## src/rtl/pixout_ctl.sv

```systemverilog
module pixout_ctl #(
  parameter int PW = 24
) (
  input  logic          clk,
  input  logic          rst_n,
  input  logic          is_master,
  input  logic          sync_local,
  input  logic          peer_sync,
  input  logic [PW-1:0] pix_in,
  input  logic          de_in,
  input  logic          hs_in,
  input  logic          vs_in,
  output logic          sync_out,
  output logic [PW-1:0] even_q,
  output logic          even_oe,
  output logic [PW-1:0] odd_q,
  output logic          odd_oe,
  output logic          de_q,
  output logic          hs_q,
  output logic          vs_q,
  output logic          ctl_oe,
  output logic          clk_en
);

  typedef enum logic [1:0] {M_OFF, M_TWO, M_ONE, M_SLV} mode_t;

  logic [1:0]    loc_sh, peer_sh;
  logic          de_prev, phase;
  logic [PW-1:0] held;
  mode_t         mode_q, target, mode_nxt;

  wire loc_s  = loc_sh[1];
  wire peer_s = peer_sh[1];
  wire rise   = de_in & ~de_prev;
  wire cur_ph = rise ? 1'b0 : phase;
  wire upd    = rise | (mode_q == M_OFF) | (~is_master & ~loc_s);

  assign sync_out = loc_s;

  always_comb begin
    if (!is_master) target = loc_s ? M_SLV : M_OFF;
    else            target = peer_s ? M_ONE : M_TWO;
    mode_nxt = upd ? target : mode_q;
  end

  always_ff @(posedge clk) begin
    if (!rst_n) begin
      loc_sh  <= '0;
      peer_sh <= '0;
      de_prev <= 1'b0;
      phase   <= 1'b0;
      mode_q  <= M_OFF;
      held    <= '0;
      even_q  <= '0;
      odd_q   <= '0;
      even_oe <= 1'b0;
      odd_oe  <= 1'b0;
      ctl_oe  <= 1'b0;
      clk_en  <= 1'b0;
      de_q    <= 1'b0;
      hs_q    <= 1'b0;
      vs_q    <= 1'b0;
    end else begin
      loc_sh  <= {loc_sh[0], sync_local};
      peer_sh <= {peer_sh[0], peer_sync};
      de_prev <= de_in;
      phase   <= ~cur_ph;
      mode_q  <= mode_nxt;
      even_oe <= (mode_nxt != M_OFF);
      odd_oe  <= (mode_nxt == M_TWO);
      ctl_oe  <= is_master;
      clk_en  <= 1'b0;
      case (mode_nxt)
        M_TWO: begin
          if (!cur_ph) begin
            held <= pix_in;
          end else begin
            even_q <= held;
            odd_q  <= pix_in;
            de_q   <= de_in;
            hs_q   <= hs_in;
            vs_q   <= vs_in;
            clk_en <= 1'b1;
          end
        end
        M_ONE, M_SLV: begin
          even_q <= pix_in;
          de_q   <= de_in;
          hs_q   <= hs_in;
          vs_q   <= vs_in;
          clk_en <= 1'b1;
        end
        default: ;
      endcase
    end
  end

  // the primary leaves a live mode only on a line start
  a_r7_line_start_only: assert property (@(posedge clk) disable iff (!rst_n)
    (is_master && $past(mode_q) != M_OFF && mode_q != $past(mode_q))
      |-> ($past(de_in) && !$past(de_prev)));

  // the secondary never enables controls or clock
  a_r4_slave_no_ctl: assert property (@(posedge clk) disable iff (!rst_n)
    (!is_master && $stable(is_master)) |=> !ctl_oe);

  // lost sync on the secondary releases the buses at the next edge
  a_r2_slave_release: assert property (@(posedge clk) disable iff (!rst_n)
    (!is_master && !loc_s) |=> (!even_oe && !odd_oe && !clk_en));

  // in two-pixel mode the strobe never runs two cycles back to back
  a_r5_half_rate: assert property (@(posedge clk) disable iff (!rst_n)
    (mode_q == M_TWO && clk_en) |=> (mode_q != M_TWO || !clk_en));

  // the odd bus is only enabled by a primary with the even bus enabled
  a_r6_odd_owner: assert property (@(posedge clk) disable iff (!rst_n)
    odd_oe |-> (even_oe && $past(is_master)));

endmodule

```

## config.mk

```make
export PLATFORM = sky130hd
export DESIGN_NAME = pixout_ctl
export DESIGN_NICKNAME = d
export VERILOG_FILES = /design/src/rtl/pixout_ctl.sv
export SDC_FILE = /design/constraint.sdc
export NUM_CORES = 1
export LEC_CHECK = 0
export CORE_MARGIN = 2
export CORE_UTILIZATION = 37
export CTS_BUF_LIST = sky130_fd_sc_hd__clkbuf_4 sky130_fd_sc_hd__clkbuf_8
export CTS_CLUSTER_SIZE = 40
export DETAILED_ROUTE_END_ITERATION = 6
export HOLD_SLACK_MARGIN = 0.06
export SYNTH_ARGS = -nofsm -noshare
export SYNTH_HDL_FRONTEND = slang
export SYNTH_SLANG_ARGS = --single-unit
export TNS_END_PERCENT = 50
```

## constraint.sdc

```tcl
create_clock -name clk -period 4.3 [get_ports clk]
set_input_delay 0.645 -clock clk [delete_from_list [all_inputs] [get_ports clk]]
set_output_delay 0.645 -clock clk [all_outputs]
set_load 0.1 [all_outputs]
```

==> out/metrics.csv <==
stage;metric;value;unit
status;status;finished, final reports clean;
placement;place_congestion;0.791;
timing;worst_pin_slew;1.10;ns
clock_network;clk_pin_slew;0.09;ns
yosys;synth_warnings;0;
floorplanning;start_util;38.0;%
timing;setup_tns;0;ns
setup_path;slowest_delay;1.17;ns
setup_path;cp_max_fo;4;
setup_path;crit_chain;clkdlybuf4s50_1;
finish;drive_gt1_share;7.37;%
route;finalWirelength;7.61;mm
setup_path;r2r_cells;6;
clock_network;cts_made_buffers;9;
pwr;powerDensity;435;nW/um^2
timing;slew_headroom;26.7;%
floorplanning;ioPinCount;88;
yosys;syn_inst;369;
timing;setup_viol_count_final;0;
placement;portBuffers;87;
yosys;yosysSeqAreaShare;52.8;%
clock_network;cts_buffer_depth;2;
finish;final_common_cell;nand2_1;
yosys;synth.distinct_cells;32;
setup_path;reg2reg_to;even_q[18];
floorplanning;dieArea;9680;sq um
clock_network;cts-resized-gates;0;
worst_hold_path;holdCritPathClass;reg2reg;
global_routing;grt_use_total;16.4;%
timing;hold_violations;0;
setup_path;cp-endpoint;sync_out;
yosys;ys_ff_latch;87;
clock_network;htreeDepth;3;
run;maxCapViolCount;0;
setup_path;crit_type;reg2out;
timing;fin_skew;0.0158;ns
clock_network;postCtsSetupRepairBufs;0;
clock_network;cts.sinks;87;
timing;slew_viol_final;0;
setup_path;critPathSlowestCell;clkdlybuf4s50_1;
clock_network;clk_latency;0.35;ns
pwr;p_leak;1.55;nW
setup_path;cp_data_arrival_time;1.95;ns
yosys;synth_area_per_cell;8.93;sq um
setup_path;cp_top_family;buffers and inverters;
finish;antennaDiodeCount;0;
yosys;synth_nets;401;
route;drc_errors;0;
global_routing;first_global_vias;2654;
setup_path;crit_start;loc_sh[1];
floorplanning;coreArea;8680;sq um
floorplanning;dieWidth;98.4;um
global_routing;grt_pass1_wl;12.8;mm
clock_network;hold_buffers;0;
setup_path;cp.depth;1;
timing;max_clock_freq;0.385;GHz
yosys;syn-cell-area;3300;sq um
finish;layout_common_cells;nand2_1, dfxtp_1, clkdlybuf4s50_1;
global_routing;antenna_found_initial;0;
route;drt_iter0_drc;88;
setup_path;critPathBufInv;1;
setup_path;ff2ff_setup_slack;2.17;ns
setup_path;critPathLaunchType;register;
floorplanning;num_rows;34;
timing;period_needed;2.60;ns
timing;rsz0062_at_grt;no;
timing;timing.final.crit_share;60.4;%
finish;final_nets;475;
timing;whs;0.447;ns
route;antenna_left;0;
clock_network;clockRootBuffer;clkbuf_8;
route;num_vias;2727;
global_routing;overflow;0;
setup_path;end_kind;output pin;
global_routing;grt_max_degree;53;
placement;hpwl;5.00;mm
route;drt_first_pass_iters;4;
finish;areaGrowthSynthToFinish;32.6;%
setup_path;r2r_start;de_prev;
floorplanning;die_h;98.4;um
route;wl_per_cell;13.7;um
setup_path;worstPathRequired;3.65;ns
pwr;vdd_drop_max;0.151;mV
route;avgViaCountPerCell;4.90;
clock_network;cts_tree;yes;
sequential cells by signal, summed over array words and instances (netlist names), 2 cells and up:
register,count
odd_q,24
mode_q,2
even_q,24
loc_sh,2
held,24
peer_sh,2
through the flow:
stage,util [%],cells,power (mW),cell area (sq um),setup WS (ns)
2_1_floorplan,-,369,1.28,3300,2.26
3_3_place_gp,48.3,540,1.40,4190,1.47
3_5_place_dp,48.3,540,1.40,4190,1.44
4_1_cts,50.4,556,1.92,4370,1.68
5_1_grt,50.4,556,1.99,4370,1.62
6_report,50.4,556,1.90,4370,1.70
synthesized netlist by cell type:
| cell | count | area (sq um) |
|---|---|---|
| o21bai_1 | 1 | 7.51 |
| nor2_2 | 1 | 6.26 |
| inv_2 | 1 | 3.75 |
| nor2_1 | 2 | 7.51 |
| and2_1 | 8 | 50.1 |
| buf_2 | 7 | 35.0 |
| o21ai_0 | 37 | 185 |
| inv_1 | 1 | 3.75 |
| nand2_4 | 1 | 11.3 |
| or2_1 | 1 | 6.26 |
| nand2_1 | 98 | 368 |
| mux2i_1 | 27 | 270 |
| nand2b_1 | 1 | 6.26 |
| buf_4 | 5 | 37.5 |
| o21ai_1 | 11 | 55.1 |
| nand2b_2 | 1 | 8.76 |
| o32ai_1 | 1 | 8.76 |
| nor3_4 | 1 | 16.3 |
| a31oi_4 | 1 | 21.3 |
| buf_8 | 2 | 30.0 |
| o21ai_4 | 1 | 16.3 |
| clkbuf_1 | 13 | 48.8 |
| nand3_1 | 24 | 120 |
| a21oi_1 | 1 | 5.00 |
| a22o_1 | 1 | 8.76 |
| nand2_2 | 2 | 12.5 |
| nor2b_1 | 4 | 25.0 |
| o2111ai_1 | 1 | 8.76 |
| nor2b_4 | 1 | 13.8 |
| a31oi_1 | 24 | 150 |
| buf_1 | 2 | 7.51 |
| dfxtp_1 | 87 | 1740 |
how the worst min path moves through the flow:
stage                     startpoint          to  slack (ns)  cells past startpoint
after floorplan            loc_sh[0]   loc_sh[1]        0.41                      1
after CTS                  loc_sh[0]   loc_sh[1]        0.45                      1
after detailed placement   loc_sh[0]   loc_sh[1]        0.42                      1
after global placement    peer_sh[0]  peer_sh[1]        0.41                      1
after global routing       loc_sh[0]   loc_sh[1]        0.47                      1
final                     peer_sh[0]  peer_sh[1]        0.45                      1
area by class of cell:
type	instances	area [sq um]
inverter	2	7.51
multi-input combinational	251	1410
tap	108	135
clock inverter	7	55.1
fill	849	4310
clock buffer	9	124
timing repair buffer	92	903
sequential	87	1740
power breakdown:
| part | internal [mW] | switching, mW | leakage, nW |
|---|---|---|---|
| logic | 0.127 | 0.369 | 0.748 |
| registers | 0.858 | 0.0270 | 0.713 |
| clock network | 0.217 | 0.304 | 0.0919 |
| total | 1.20 | 0.701 | 1.55 |
routing by layer:
metal | wire length, um | track usage [%]
met1 | 3580 | 21.6
met3 | 269 | 2.86
met5 | 0 | 0
met4 | 196 | 7.90
met2 | 3560 | 26.0
kinds of logic after synthesis:
kind of cell           synth area share, %
AO/OA/AOI/OAI                         14.2
buffers and inverters                 5.05
flip-flops                            52.8
multiplexers                          8.20
AND/OR/NAND/NOR                       19.8
(Power assumes the default switching activity.)
